$ cat src/rtl/cfgd_pkg.sv
package cfgd_pkg;

   localparam int unsigned WORD_W  = 32;
   localparam int unsigned BYTES_W = WORD_W / 8;
   localparam int unsigned KEY_W   = 16;

   localparam logic [7:0] BAR_FIRST = 8'h10;
   localparam logic [7:0] BAR_LAST  = 8'h24;
   localparam int unsigned NUM_BARS = (int'(BAR_LAST) - int'(BAR_FIRST)) / 4 + 1;

   localparam logic [WORD_W-1:0] ALL_ONES = '1;

   typedef enum logic [1:0] {
      PORT_ADDR = 2'd0,
      PORT_DATA = 2'd1,
      PORT_RSV2 = 2'd2,
      PORT_RSV3 = 2'd3
   } cfg_port_e;

   typedef struct packed {
      logic [7:0] hi_bits;
      logic [7:0] bus;
      logic [4:0] dev;
      logic [2:0] fn;
      logic [7:0] roff;
   } cfg_addr_t;

   function automatic logic [WORD_W-1:0] swap32(input logic [WORD_W-1:0] v);
      return {v[7:0], v[15:8], v[23:16], v[31:24]};
   endfunction

   // Reverse the low (size+1) bytes of v; bytes above the access are zero.
   function automatic logic [WORD_W-1:0] rev_len(input logic [WORD_W-1:0] v,
                                                  input logic [1:0] size);
      logic [WORD_W-1:0] r;
      r = '0;
      for (int k = 0; k < BYTES_W; k++) begin
         if (k <= int'(size))
            r[k*8 +: 8] = v[(int'(size) - k)*8 +: 8];
      end
      return r;
   endfunction

   function automatic logic in_bar_window(input logic [7:0] roff);
      return (roff >= BAR_FIRST) && (roff <= BAR_LAST);
   endfunction

endpackage

$ cat src/rtl/cfgd_match.sv
module cfgd_match
   import cfgd_pkg::*;
#(
   parameter int unsigned NUM_FUNCS = 3,
   parameter logic [NUM_FUNCS*KEY_W-1:0] FUNC_KEYS = '0
) (
   input  logic [KEY_W-1:0]     key,
   output logic [NUM_FUNCS-1:0] hit_vec,
   output logic                 hit
);

   for (genvar i = 0; i < NUM_FUNCS; i++) begin : g_cmp
      assign hit_vec[i] = (FUNC_KEYS[i*KEY_W +: KEY_W] == key);
   end

   assign hit = |hit_vec;

endmodule

$ cat src/rtl/cfgd_image.sv
module cfgd_image
   import cfgd_pkg::*;
#(
   parameter int unsigned NUM_FUNCS = 3,
   parameter logic [NUM_FUNCS*WORD_W-1:0] FUNC_IDS       = '0,
   parameter logic [NUM_FUNCS*WORD_W-1:0] FUNC_CLASSES   = '0,
   parameter logic [NUM_FUNCS*WORD_W-1:0] FUNC_BAR0      = '0,
   parameter logic [NUM_FUNCS*WORD_W-1:0] FUNC_BAR0_MASK = '0,
   parameter logic [WORD_W-1:0] CMD_DEFAULT  = 32'h00FF_FFFF,
   parameter logic [WORD_W-1:0] MASK_DEFAULT = 32'h003F_FFFF
) (
   input  logic [NUM_FUNCS-1:0] hit_vec,
   input  logic [7:0]           roff,
   input  logic [1:0]           size,
   input  logic                 use_mask,
   output logic [WORD_W-1:0]    word_le
);

   localparam logic [5:0] W_ID    = 6'd0;
   localparam logic [5:0] W_CMD   = 6'd1;
   localparam logic [5:0] W_CLASS = 6'd2;
   localparam logic [5:0] W_BAR0  = BAR_FIRST[7:2];
   localparam logic [5:0] W_BARN  = BAR_LAST[7:2];

   logic [WORD_W-1:0] sel_id, sel_cls, sel_bar0, sel_mask0;
   logic [8:0]        end_off;
   logic              oob;
   logic [WORD_W-1:0] lanes;

   // AND-OR select of the matching entry's constants (keys are unique).
   always_comb begin
      sel_id    = '0;
      sel_cls   = '0;
      sel_bar0  = '0;
      sel_mask0 = '0;
      for (int i = 0; i < NUM_FUNCS; i++) begin
         if (hit_vec[i]) begin
            sel_id    |= FUNC_IDS[i*WORD_W +: WORD_W];
            sel_cls   |= FUNC_CLASSES[i*WORD_W +: WORD_W];
            sel_bar0  |= FUNC_BAR0[i*WORD_W +: WORD_W];
            sel_mask0 |= FUNC_BAR0_MASK[i*WORD_W +: WORD_W];
         end
      end
   end

   function automatic logic [WORD_W-1:0] cfg_word(input logic [5:0] widx,
                                                   input logic [WORD_W-1:0] id,
                                                   input logic [WORD_W-1:0] cls,
                                                   input logic [WORD_W-1:0] bar0);
      logic [WORD_W-1:0] w;
      case (widx)
         W_ID:    w = id;
         W_CMD:   w = CMD_DEFAULT;
         W_CLASS: w = cls;
         W_BAR0:  w = bar0;
         default: w = '0;
      endcase
      return w;
   endfunction

   function automatic logic [WORD_W-1:0] size_word(input logic [5:0] widx,
                                                    input logic [WORD_W-1:0] mask0);
      logic [WORD_W-1:0] w;
      if (widx == W_BAR0)
         w = mask0;
      else if (widx > W_BAR0 && widx <= W_BARN)
         w = MASK_DEFAULT;
      else
         w = '0;
      return w;
   endfunction

   assign end_off = {1'b0, roff} + {7'd0, size};
   assign oob     = end_off[8];

   for (genvar k = 0; k < BYTES_W; k++) begin : g_lane
      logic [8:0]        off;
      logic [WORD_W-1:0] src;
      assign off = {1'b0, roff} + 9'(k);
      assign src = use_mask ? size_word(off[7:2], sel_mask0)
                            : cfg_word(off[7:2], sel_id, sel_cls, sel_bar0);
      assign lanes[k*8 +: 8] = (k <= int'(size)) ? src[off[1:0]*8 +: 8] : 8'h00;
   end

   assign word_le = oob ? '0 : lanes;

endmodule

$ cat src/rtl/cfgd_order.sv
module cfgd_order
   import cfgd_pkg::*;
#(
   parameter bit SWAP_SUPPORT = 1'b1
) (
   input  logic              host_be,
   input  logic [1:0]        size,
   input  logic [WORD_W-1:0] din,
   output logic [WORD_W-1:0] dout
);

   if (SWAP_SUPPORT) begin : g_swap
      assign dout = host_be ? rev_len(din, size) : din;
   end else begin : g_pass
      logic unused_ok;
      assign unused_ok = host_be ^ (^size);
      assign dout = din;
   end

endmodule

$ cat src/rtl/cfg_space_decoder.sv
module cfg_space_decoder
   import cfgd_pkg::*;
#(
   parameter int unsigned NUM_FUNCS = 3,
   parameter logic [NUM_FUNCS*KEY_W-1:0] FUNC_KEYS =
      {16'h011A, 16'h0018, 16'h0000},
   parameter logic [NUM_FUNCS*WORD_W-1:0] FUNC_IDS =
      {32'hCAFE_0042, 32'h5678_9ABC, 32'hA5A1_1234},
   parameter logic [NUM_FUNCS*WORD_W-1:0] FUNC_CLASSES =
      {32'h0300_0003, 32'h0101_8002, 32'h0600_0001},
   parameter logic [NUM_FUNCS*WORD_W-1:0] FUNC_BAR0 =
      {32'hE000_0000, 32'h0000_1001, 32'h0000_0000},
   parameter logic [NUM_FUNCS*WORD_W-1:0] FUNC_BAR0_MASK =
      {32'h00FF_FFFF, 32'h0000_00FF, 32'h003F_FFFF},
   parameter logic [WORD_W-1:0] CMD_DEFAULT  = 32'h00FF_FFFF,
   parameter logic [WORD_W-1:0] MASK_DEFAULT = 32'h003F_FFFF,
   parameter bit SWAP_SUPPORT = 1'b1
) (
   input  logic        clk,
   input  logic        rst_n,
   input  logic        host_be,
   input  logic        req_valid,
   input  logic        req_write,
   input  logic [1:0]  req_port,
   input  logic [1:0]  req_size,
   input  logic [31:0] req_wdata,
   output logic        rsp_valid,
   output logic [31:0] rsp_rdata
);

   localparam int unsigned MAX_FUNCS = 64;

   if (NUM_FUNCS < 1 || NUM_FUNCS > MAX_FUNCS) begin : g_bad_count
      $error("cfg_space_decoder: NUM_FUNCS out of range");
   end
   if (WORD_W != 32) begin : g_bad_width
      $error("cfg_space_decoder: data word must be 32 bits");
   end

   cfg_addr_t             addr_q;
   logic                  flag_q;
   logic                  rsp_valid_q;
   logic [WORD_W-1:0]     rsp_data_q;

   logic [NUM_FUNCS-1:0]  hit_vec;
   logic                  hit;
   logic                  rd_req, data_rd, probe, use_mask, bar_win;
   logic [WORD_W-1:0]     img_word, ordered, rd_value, addr_in;
   cfg_port_e             port;

   assign port    = cfg_port_e'(req_port);
   assign rd_req  = req_valid && !req_write;
   assign data_rd = rd_req && (port == PORT_DATA);
   assign bar_win = in_bar_window(addr_q.roff);

   assign probe = req_valid && req_write && (port == PORT_DATA) &&
                  (req_size == 2'd3) && (req_wdata == ALL_ONES) &&
                  hit && bar_win;

   assign use_mask = flag_q && bar_win;

   cfgd_match #(
      .NUM_FUNCS (NUM_FUNCS),
      .FUNC_KEYS (FUNC_KEYS)
   ) u_match (
      .key     ({addr_q.bus, addr_q.dev, addr_q.fn}),
      .hit_vec (hit_vec),
      .hit     (hit)
   );

   cfgd_image #(
      .NUM_FUNCS      (NUM_FUNCS),
      .FUNC_IDS       (FUNC_IDS),
      .FUNC_CLASSES   (FUNC_CLASSES),
      .FUNC_BAR0      (FUNC_BAR0),
      .FUNC_BAR0_MASK (FUNC_BAR0_MASK),
      .CMD_DEFAULT    (CMD_DEFAULT),
      .MASK_DEFAULT   (MASK_DEFAULT)
   ) u_image (
      .hit_vec  (hit_vec),
      .roff     (addr_q.roff),
      .size     (req_size),
      .use_mask (use_mask),
      .word_le  (img_word)
   );

   cfgd_order #(
      .SWAP_SUPPORT (SWAP_SUPPORT)
   ) u_order (
      .host_be (host_be),
      .size    (req_size),
      .din     (img_word),
      .dout    (ordered)
   );

   // Big-endian hosts present the address word byte-swapped.
   if (SWAP_SUPPORT) begin : g_addr_swap
      assign addr_in = host_be ? swap32(req_wdata) : req_wdata;
   end else begin : g_addr_pass
      assign addr_in = req_wdata;
   end

   always_comb begin
      case (port)
         PORT_ADDR: rd_value = addr_q;
         PORT_DATA: begin
            if (!hit)
               rd_value = (addr_q.roff == 8'h00) ? ALL_ONES : '0;
            else
               rd_value = ordered;
         end
         default:   rd_value = '0;
      endcase
   end

   always_ff @(posedge clk) begin
      if (!rst_n) begin
         addr_q      <= '0;
         flag_q      <= 1'b0;
         rsp_valid_q <= 1'b0;
         rsp_data_q  <= '0;
      end else begin
         rsp_valid_q <= rd_req;
         if (rd_req)
            rsp_data_q <= rd_value;
         if (req_valid && req_write && port == PORT_ADDR)
            addr_q <= addr_in;
         if (probe)
            flag_q <= 1'b1;
         else if (data_rd)
            flag_q <= 1'b0;
      end
   end

   assign rsp_valid = rsp_valid_q;
   assign rsp_rdata = rsp_data_q;

endmodule

$ cat config.mk
export PLATFORM = sky130hd
export DESIGN_NAME = cfg_space_decoder
export DESIGN_NICKNAME = d
export VERILOG_FILES = /design/src/rtl/cfgd_pkg.sv /design/src/rtl/cfgd_match.sv /design/src/rtl/cfgd_image.sv /design/src/rtl/cfgd_order.sv /design/src/rtl/cfg_space_decoder.sv
export SDC_FILE = /design/constraint.sdc
export NUM_CORES = 1
export LEC_CHECK = 0
export BUFFER_PORTS_ARGS = -buffer_cell sky130_fd_sc_hd__buf_2
export CORE_MARGIN = 2
export CORE_UTILIZATION = 56
export DETAILED_ROUTE_END_ITERATION = 10
export GPL_TIMING_DRIVEN = 0
export PLACE_DENSITY = 0.76
export SYNTH_ARGS = -nofsm -noshare
export SYNTH_HDL_FRONTEND = slang
export SYNTH_SLANG_ARGS = --single-unit
$ cat constraint.sdc
create_clock -name clk -period 4.6 [get_ports clk]
set_input_delay 0.92 -clock clk [delete_from_list [all_inputs] [get_ports clk]]
set_output_delay 0.92 -clock clk [all_outputs]
set_load 0.05 [all_outputs]
Word level (Yosys, flattened, before mapping):

Cells that the tools add are included.
W data, S select, Z words.

* output and inout port bits: 33
* register bits after elaboration: 66
* logic and storage cells: 119
* input bits: 41

* reductions and logical operators: 25
* add/sub/neg operators: 7
* equality and inequality tests: 17
* muxes and demuxes: 41
* shift-type cells: 8
* order comparisons: 13

Operators by type and width (number)
* $mux W32: 16
* $pmux W32 S4: 4
* $shiftx A32 B6 Y8: 5
* $mux W22: 5
* $shiftx A32 B32 Y8: 3
* $pmux W32 S2: 1
* $mux W8: 7
* $eq A32 B32 Y1 const B: 1
* $mux W31: 1
* $mux W27: 1
* $mux W26: 1
* $mux W25: 1
* $eq A6 B1 Y1 const B: 4
* $eq A6 B2 Y1 const B: 4
* $eq A6 B3 Y1 const B: 4
* $gt A6 B3 Y1 const B: 4
* $le A6 B4 Y1 const B: 4
* $logic_not A6 Y1: 4
* $mux W24: 1
* $add A8 B2 Y8 const B: 2
* $eq A5 B16 Y1 const A: 1
* $eq A9 B16 Y1 const A: 1
* $logic_not A16 Y1: 1
* $logic_and A1 B1 Y1: 15
* 17 further kinds: 20

Longest topological paths before layout:

Gate-level depths: netlist (run 1).

* word-level depth: 14
* depth in mapped cells: 18

Modules after synthesis:

From an unflattened synthesis (run 1), not the netlist that was laid out.

* cells, all modules: 1036
* area total of the unflattened synthesis: 7988.9 sq um

By module, submodules not included
* cfgd_image: times used 1, cells each 558, area an instance 3459.6 sq um, seq. area each 0.0 sq um
* cfg_space_decoder: times used 1, cells each 360, area an instance 3350.7 sq um, seq. area each 1321.3 sq um
* cfgd_order: times used 1, cells each 105, area an instance 1097.3 sq um, seq. area each 0.0 sq um
* cfgd_match: times used 1, cells each 13, area an instance 81.3 sq um, seq. area each 0.0 sq um

Least setup slack after synthesis (run 1):

OpenSTA, ideal clock, no wires.

* path kind: register to register
* start: register addr_q[0] (netlist bit)
* end: register rsp_data_q[31], in the netlist rsp_rdata[31]
* arrival: 4.170 ns
* slack: 0.362 ns
* clock period less this slack: 4.238 ns
* stages on the path, launching flop included: 18
* path buffers: 6
* path through: dfxtp_1 -> buf_2 -> clkbuf_1 -> inv_1 -> buf_1 -> clkbuf_1 -> buf_1 -> ha_1 -> nand3b_1 -> or3_1 -> and4_1 -> clkbuf_1 -> o21ai_2 -> o32ai_1 -> o2111ai_1 -> o41a_1 -> mux4_2 -> o2bb2ai_2

* cells in the longest elaborated chain, start to end: 14

Ends and longest elaborated chain
* start: declaration: line cfg_space_decoder.sv:40 `cfg_addr_t addr_q;`
* start signal: assignment: line cfg_space_decoder.sv:127 `addr_q <= addr_in;`
* $add A8 B1 Y8 or $add A8 B2 Y8 (tied branches): line cfgd_image.sv:79 `assign off = {1'b0, roff} + 9'(k);`
* $gt A6 B3 Y1 or $le A6 B4 Y1 (tied branches): line cfgd_image.sv:66 `else if (widx > W_BAR0 && widx <= W_BARN)`
* $logic_and A1 B1 Y1: line cfgd_image.sv:66
* $mux W22: line cfgd_image.sv:66
* $mux W32: line cfgd_image.sv:64 `if (widx == W_BAR0)`
* $mux W32: line cfgd_image.sv:80 `assign src = use_mask ? size_word(off[7:2], sel_mask0)`
* $shiftx A32 B6 Y8: line cfgd_image.sv:82 `assign lanes[k*8 +: 8] = (k <= int'(size)) ? src[off[1:0]*8 +: 8] : 8'h00;`
* $mux W8: line cfgd_image.sv:82
* $mux W32: line cfgd_image.sv:85 `assign word_le = oob ? '0 : lanes;`
* $shiftx A32 B32 Y8: line cfgd_pkg.sv:39 `r[k*8 +: 8] = v[(int'(size) - k)*8 +: 8];`
* $mux W8: line cfgd_pkg.sv:38 `if (k <= int'(size))`
* $mux W32: line cfgd_order.sv:13 `assign dout = host_be ? rev_len(din, size) : din;`
* $mux W32 *: line cfg_space_decoder.sv:107 `if (!hit)`
* $pmux W32 S2 *: line cfg_space_decoder.sv:104 `case (port)`
* end signal: assignment: line cfg_space_decoder.sv:125 `rsp_data_q <= rd_value;`
* end: declaration: line cfg_space_decoder.sv:43 `logic [WORD_W-1:0] rsp_data_q;`

Every way passes the cells marked *; elsewhere a longest branch is shown, timed or not.
A chain may end at the register's enable or synchronous reset.

Final worst setup path (run 1):

* start: register addr_q[0] (netlist bit)
* end: register rsp_data_q[16], in the netlist rsp_rdata[16]

The elaborated chain is that of the path after synthesis.

==> results.sh, run 1 <==
export IMPL_p_int_w=0.00127
export IMPL_vias=11000
export IMPL_crit_chain="buf_4, buf_6, clkinvlp_4, buf_4, buf_4, buf_4, ha_1, nand2b_1, a41o_2, nand2_2, buf_4, clkbuf_4, o21ai_1, a21oi_1, o211ai_1, o221ai_1, o2111a_1"
export IMPL_root_buffer="clkbuf_16"
export IMPL_min_from="addr_q[24]"
export IMPL_floorplan_initialDensity_pct=57.4
export IMPL_r2r_start="addr_q[0]"
export IMPL_switchingPower_w=0.00102
export IMPL_hp_class="flop to flop"
export IMPL_cp_max_fo=11
export IMPL_critPathKind="flop to flop"
export IMPL_nets=1259
export IMPL_drtIter0Drc=2283
export IMPL_rr_endpoint="rsp_rdata[16]"
export IMPL_synthFlopType="dfxtp_1"
export IMPL_synth_xor_area_share_pct=2.07
export IMPL_drc=0
export IMPL_synthAdderAreaFrac_pct=1.66
export IMPL_relSlewSlack_pct=8.72
export IMPL_fin_area_mm2=0.00926
export IMPL_timing_hold_ws_ns=0.524
export IMPL_setup_ws_ns=-0.0251
export IMPL_period_share_pct=101
export IMPL_slowest_delay_ns=0.47
export IMPL_clock_power_share_pct=28.4
export IMPL_grt_pass1_vias=9733
export IMPL_synth_simple_area_share_pct=28.0
export IMPL_dieWidth_um=123
export IMPL_synth_edf_count=0
export IMPL_h_tree_depth=3
export IMPL_vdd_ir_drop_max_mv=0.193
export IMPL_crit_top_cell="buf_4"
export IMPL_violations="setup timing"
export IMPL_endpoint_kind="flop"
export IMPL_grt_remaining_overflow=0
export IMPL_syn2layout_area_growth_pct=16.3
export IMPL_cp_num_buf_inv=8
export IMPL_finalCriticalPeriod_ns=4.63
export IMPL_antenna_found_initial=0
export IMPL_cpMaxStageDelayCell="o221ai_1"
export IMPL_final_max_slew_violation_count=0
export IMPL_cts_buffers=9
export IMPL_avgSynthCellArea_um2=7.15
export IMPL_n_antenna_cell=0
export IMPL_grt_pass1_wl_um=58400
export IMPL_power_leakage_nw=3.70
export IMPL_gp_congestion=1.15
export IMPL_worst_r2r_path_depth=17
export IMPL_cts_hold_buf=0
export IMPL_finalSetupTns_ns=-0.0762
export IMPL_p_seq_share_pct=27.4
export IMPL_dpl_cell_area_mm2=0.00855
export IMPL_cts_max_path_buffers=2
export IMPL_finClkSkew_ns=0.00952
export IMPL_fp_row_count=43
export IMPL_critical_path_arrival_ns=4.90
export IMPL_clock_sinks=66
export IMPL_setup_viol=4
export IMPL_synth_top_family_by_area="compound AO/OA/AOI/OAI gates"
export IMPL_ant_nets=0
export IMPL_cp_endpoint="rsp_rdata[16]"
export IMPL_fillers=1209
export IMPL_wl_um=39400
export IMPL_critPathLaunch="addr_q[0]"
export IMPL_worstMarginPinSlew_ns=1.36
export IMPL_core_mm2=0.0139
export IMPL_start_kind="flop"
export IMPL_synth_seq_cells=66
export IMPL_drive_above_1_share_pct=18.5
export IMPL_synth_warnings=0
export IMPL_r2r_slack_ns=-0.03
export IMPL_status="finished with violations"
export IMPL_die_area_mm2=0.0152
export IMPL_powerDensity_mw_per_mm2=247
export IMPL_cap_violations=0
export IMPL_dieHeight_um=123
export IMPL_sw_frac_of_total_pct=44.6
export IMPL_finalPower_w=0.00229
export IMPL_synthArstFlopShare_pct=0
export IMPL_firstDrtPassIters=7
export IMPL_portBuffers=72
export IMPL_tritoncts="yes"
export IMPL_synthCells=1115
export IMPL_fmax_ghz=0.216
export IMPL_cp_depth=17
export IMPL_ios=74
export IMPL_yosysUniqueCellTypes=102
export IMPL_cp_required_ns=4.88
export IMPL_wl_per_cell_um=28.2
export IMPL_clkTransAtPathRegs_ns=0.06
export IMPL_crit_family="buffers and inverters"
export IMPL_hpwl_um=29000
export IMPL_grt_max_degree=13
export IMPL_combPwrFrac_pct=44.3
export IMPL_yosysSeqAreaShare_pct=16.6
export IMPL_hold_viol=0
export IMPL_clock_latency_ns=0.34
export IMPL_syn_nets=1165
export IMPL_netlist_area_mm2=0.00797
export IMPL_drt_vias_per_instance=7.91
export IMPL_synth_compound_area_share_pct=40.2
export IMPL_synthMuxAreaShare_pct=5.48
export IMPL_grt_usage_pct=51.2
export IMPL_rsz0062_at_grt="yes"
[registers in the layout, indices dropped and copies added, names as in the netlist]
signal,count
rsp_rdata,32
flag_q,1
addr_q,32
rsp_valid,1
[cells in the mapped netlist, drive strengths merged (14+ instances only)]
cell type	number	share of area (%)
mux2i	38	4.8
clkbuf	68	3.2
o211ai	24	2.3
a211oi	24	2.3
buf	33	2.2
nor4	19	2.5
o211a	35	4.4
o21ai	86	5.4
nor3	55	3.5
nor2	83	4.0
nand3	41	2.9
o31ai	14	1.4
dfxtp	66	17
a31oi	26	2.0
a21oi	75	4.9
o221ai	21	2.3
nand4	41	3.6
nand2	121	5.7
[placed cells by master (no fill, tap or decap), types with 7 or more instances in the layout]
master,count
o221ai_1,19
mux2i_1,38
nor3_1,50
and2_1,9
buf_4,22
nand2b_1,12
o31ai_1,12
buf_2,87
o21ai_1,10
o22ai_1,7
or3_1,9
xnor2_1,9
dfxtp_1,65
nor4_1,11
clkbuf_16,9
o32ai_1,7
nand4_1,38
nand3_1,37
a31oi_1,20
a211oi_1,20
o21ai_0,73
o211a_1,35
nor2_1,79
o211ai_1,23
nand2_1,118
clkbuf_1,65
a21oi_1,68
o21a_1,7
ha_1,9
[repair_timing]
action,in CTS,in global routing
endpoints found under the hold margin,0,0
setup buffers,3,8
endpoints found under the setup margin,32,32
gates resized for setup,38,43
pin swaps,3,13
[worst reg2reg max path, stage by stage (launching register included)]
cell	delay, ns
dfxtp_2	0.39
buf_4	0.20
buf_6	0.18
clkinvlp_4	0.13
buf_4	0.22
buf_4	0.23
buf_4	0.23
ha_1	0.24
nand2b_1	0.19
a41o_2	0.35
nand2_2	0.24
buf_4	0.29
clkbuf_4	0.29
o21ai_1	0.11
a21oi_1	0.21
o211ai_1	0.37
o221ai_1	0.47
o2111a_1	0.23
[area by class of cell]
| cell class | instances | area [µm²] | area share [%] |
|---|---|---|---|
| multi-input combinational | 937 | 6480 | 70.0 |
| timing repair buffer | 83 | 443 | 4.78 |
| buffer | 101 | 470 | 5.08 |
| clock inverter | 6 | 42.5 | 0.459 |
| tap | 180 | 225 | 2.43 |
| clock buffer | 10 | 229 | 2.47 |
| inverter | 11 | 45.0 | 0.486 |
| sequential | 66 | 1320 | 14.3 |
[power by group through the flow]
stage               logic (W)  clock network [W]  registers (W)
floorplan            0.000544                  0       0.000697
global placement     0.000894                  0       0.000635
detailed placement   0.000890                  0       0.000635
CTS                  0.000913           0.000634       0.000623
global route          0.00104           0.000665       0.000627
finish                0.00101           0.000649       0.000625
[cells by family (layout without fill, tap and decap cells)]
| kind of cell | count (synthesis) | in the layout |
|---|---|---|
| AND/OR/NAND/NOR | 428 | 428 |
| buffers and inverters | 112 | 211 |
| XOR/XNOR | 18 | 18 |
| multiplexers | 41 | 41 |
| adder cells (fa/ha/maj) | 11 | 11 |
| AO/OA/AOI/OAI | 439 | 439 |
| flip-flops | 66 | 66 |
[per-layer routing]
layer	routed length, µm	vias up	GRT usage (%)
met5	0	-	0
met4	3100	0	29.4
met2	15300	1146	69.9
met1	14200	4972	67.0
li1	-	4596	-
met3	6780	308	21.1
[worst min-delay path by stage]
stage                            end  slack [ns]  cells past startpoint
after floorplan           addr_q[24]        0.47                      1
after global placement    addr_q[24]        0.49                      1
after detailed placement  addr_q[28]        0.50                      1
after CTS                 addr_q[28]        0.52                      1
after global routing      addr_q[30]        0.54                      1
final                     addr_q[24]        0.52                      1
[stage by stage]
| stage | instances | util, % | worst slack, ns |
|---|---|---|---|
| 2_1_floorplan | 1115 | - | 0.362 |
| 3_3_place_gp | 1367 | 61.6 | -1.76 |
| 3_5_place_dp | 1367 | 61.6 | -1.70 |
| 4_1_cts | 1386 | 64.8 | 0.00758 |
| 5_1_grt | 1394 | 66.7 | -0.0616 |
| 6_report | 1394 | 66.7 | -0.0251 |
(Power assumes the default switching activity.)
==> inputs of run 2 (changes only) <==
--- a/config.mk
+++ b/config.mk
@@ -5,12 +5,13 @@
 export SDC_FILE = /design/constraint.sdc
 export NUM_CORES = 1
 export LEC_CHECK = 0
+export ABC_AREA = 1
 export BUFFER_PORTS_ARGS = -buffer_cell sky130_fd_sc_hd__buf_2
 export CORE_MARGIN = 2
-export CORE_UTILIZATION = 56
+export CORE_UTILIZATION = 55
 export DETAILED_ROUTE_END_ITERATION = 10
 export GPL_TIMING_DRIVEN = 0
-export PLACE_DENSITY = 0.76
+export PLACE_DENSITY = 0.75
 export SYNTH_ARGS = -nofsm -noshare
 export SYNTH_HDL_FRONTEND = slang
 export SYNTH_SLANG_ARGS = --single-unit
==> results.sh, run 2 <==
export IMPL_drtIter0Drc=1734
export IMPL_h_tree_depth=3
export IMPL_avgSynthCellArea_um2=5.51
export IMPL_fmax_ghz=0.243
export IMPL_yosysMostFrequentCell="nand2_1"
export IMPL_hpwl_um=24300
export IMPL_endpoint_kind="flop"
export IMPL_dieHeight_um=119
export IMPL_final_max_slew_violation_count=0
export IMPL_grt_pass1_wl_um=48600
export IMPL_crit_top_cell="nand2_1"
export IMPL_period_share_pct=89.6
export IMPL_setup_ws_ns=0.476
export IMPL_portBuffers=71
export IMPL_post_route_util_pct=64.0
export IMPL_cts_max_path_buffers=2
export IMPL_synthArstFlopShare_pct=0
export IMPL_dpl_cell_area_mm2=0.00780
export IMPL_yosysSeqAreaShare_pct=18.3
export IMPL_crit_chain="buf_2, clkinv_1, clkbuf_1, ha_1, xor2_1, nand2_1, nor2_1, nand3_1, nand2_1, nand2_2, nand2_1, nand3_1, nand2_1, nand2_1, nand3_1, o21ai_1, nor2_1, nor2_1, o21ai_1, a21oi_1"
export IMPL_ant_nets=0
export IMPL_final_common_cell="nand2_1"
export IMPL_hp_class="flop to flop"
export IMPL_final_cell_mix="nand2_1 (402), nand3_1 (203), o21ai_0 (104)"
export IMPL_grt_max_degree=14
export IMPL_synth_edf_count=0
export IMPL_start_kind="flop"
export IMPL_syn_nets=1362
export IMPL_cpMaxStageDelayCell="clkbuf_1"
export IMPL_grt_pass1_vias=8947
export IMPL_synthTopCellsByArea="nand2_1 (21%), dfxtp_1 (18%), nand3_1 (14%), o21ai_0 (7.2%), a21oi_1 (6.4%)"
export IMPL_drc=0
export IMPL_n_antenna_cell=0
export IMPL_nets=1444
export IMPL_drt_vias_per_instance=6.45
export IMPL_drive_above_1_share_pct=13.6
export IMPL_rsz0062_at_grt="no"
export IMPL_power_leakage_nw=3.84
export IMPL_status="finished clean"
export IMPL_finClkSkew_ns=0.00780
export IMPL_synth_warnings=0
export IMPL_floorplan_initialDensity_pct=56.8
export IMPL_post_cts_buffers=0
export IMPL_gp_congestion=1.14
export IMPL_cts_buffers=9
export IMPL_cp_required_ns=4.80
export IMPL_wl_per_cell_um=20.3
export IMPL_yosysUniqueCellTypes=44
export IMPL_ios=74
export IMPL_vias=10100
export IMPL_clock_latency_ns=0.34
export IMPL_firstDrtPassIters=6
export IMPL_synth_top_area_share_pct=20.9
export IMPL_synth_seq_cells=66
export IMPL_clock_sinks=66
export IMPL_finalSetupTns_ns=0
export IMPL_regArea_mm2=0.00132
export IMPL_cap_violations=0
export IMPL_synth_common_cells="nand2_1 (402), nand3_1 (203), o21ai_0 (104)"
export IMPL_cts_resized=0
export IMPL_root_buffer="clkbuf_16"
export IMPL_hold_viol=0
export IMPL_fin_area_mm2=0.00815
export IMPL_netlist_area_mm2=0.00723
export IMPL_relSlewSlack_pct=39.3
export IMPL_grt_usage_pct=43.7
export IMPL_antenna_found_initial=0
export IMPL_synth_top_cell_by_area="nand2_1"
export IMPL_tritoncts="yes"
export IMPL_finalCriticalPeriod_ns=4.12
export IMPL_vdd_ir_drop_max_mv=0.279
export IMPL_synthCells=1312
export IMPL_powerDensity_mw_per_mm2=288
export IMPL_fillers=1361
export IMPL_dieWidth_um=119
export IMPL_slowest_delay_ns=0.41
export IMPL_syn2layout_area_growth_pct=12.7
export IMPL_grt_remaining_overflow=0
export IMPL_place_ws_ns=0.678
export IMPL_cp_max_fo=11
export IMPL_worstMarginPinSlew_ns=0.910
export IMPL_critical_path_arrival_ns=4.33
export IMPL_wl_um=31800
export IMPL_critPathKind="flop to flop"
export IMPL_core_mm2=0.0127
export IMPL_synthFlopType="dfxtp_1"
export IMPL_multiInputGateArea_mm2=0.00523
export IMPL_cts_hold_buf=0
export IMPL_fp_row_count=41
export IMPL_clkTransAtPathRegs_ns=0.06
export IMPL_setup_viol=0
export IMPL_die_area_mm2=0.0141
==> run 2: cell type report <==
class / count / share of cell area, %
sequential: 66 / 16.2
tap: 172 / 2.64
clock buffer: 9 / 2.76
buffer: 76 / 4.15
clock inverter: 7 / 1.52
multi-input combinational: 1080 / 64.1
timing repair buffer: 71 / 4.36
inverter: 90 / 4.21
==> run 2: final timing paths <==
path / from / endpoint / slack (ns) / depth (start not counted)
setup / recovery: addr_q[0] / rsp_rdata[10] / 0.48 / 20
hold reg to reg: rsp_rdata[29] / rsp_rdata[29] / 0.50 / 2
hold / removal: rsp_rdata[29] / rsp_rdata[29] / 0.50 / 2
setup reg to reg: addr_q[0] / rsp_rdata[10] / 0.48 / 20
==> run 2: where the power goes <==
group	internal, W	switching [W]	total (W)
combinational	0.000248	0.000674	0.000923
clock	0.000534	0.000268	0.000802
sequential	0.000600	0.0000217	0.000622
==> run 2: critical path: cells and delay by family, from the launching register on <==
family / cells / cell delay [ns]
AND/OR/NAND/NOR: 12 / 1.58
adder cells (fa/ha/maj): 1 / 0.36
XOR/XNOR: 1 / 0.25
flip-flops: 1 / 0.34
AO/OA/AOI/OAI: 3 / 0.49
buffers and inverters: 3 / 0.95
==> run 2: routing by layer <==
metal	vias up	track usage [%]	share of wire, %
met1	4503	58.6	38
met5	-	0	0
met3	150	10.3	14
met4	0	22.1	6.0
met2	861	65.2	41
li1	4622	-	-
==> run 2: per-stage QoR <==
stage	total power, W	hold WS (ns)	instances
6_report	0.00235	0.503	1571
4_1_cts	0.00230	0.501	1571
5_1_grt	0.00244	0.537	1571
3_3_place_gp	0.00150	0.479	1555
2_1_floorplan	0.00124	0.478	1312
3_5_place_dp	0.00150	0.487	1555
==> run 2: cell families after synthesis <==
logic type,share of synthesized area [%]
and+or+nand+nor,49.1
xor gates and xnor gates,0.364
AOI/OAI and AO/OA,21.3
adders and majority gates,1.56
buffers and inverters,9.42
DFF,18.3
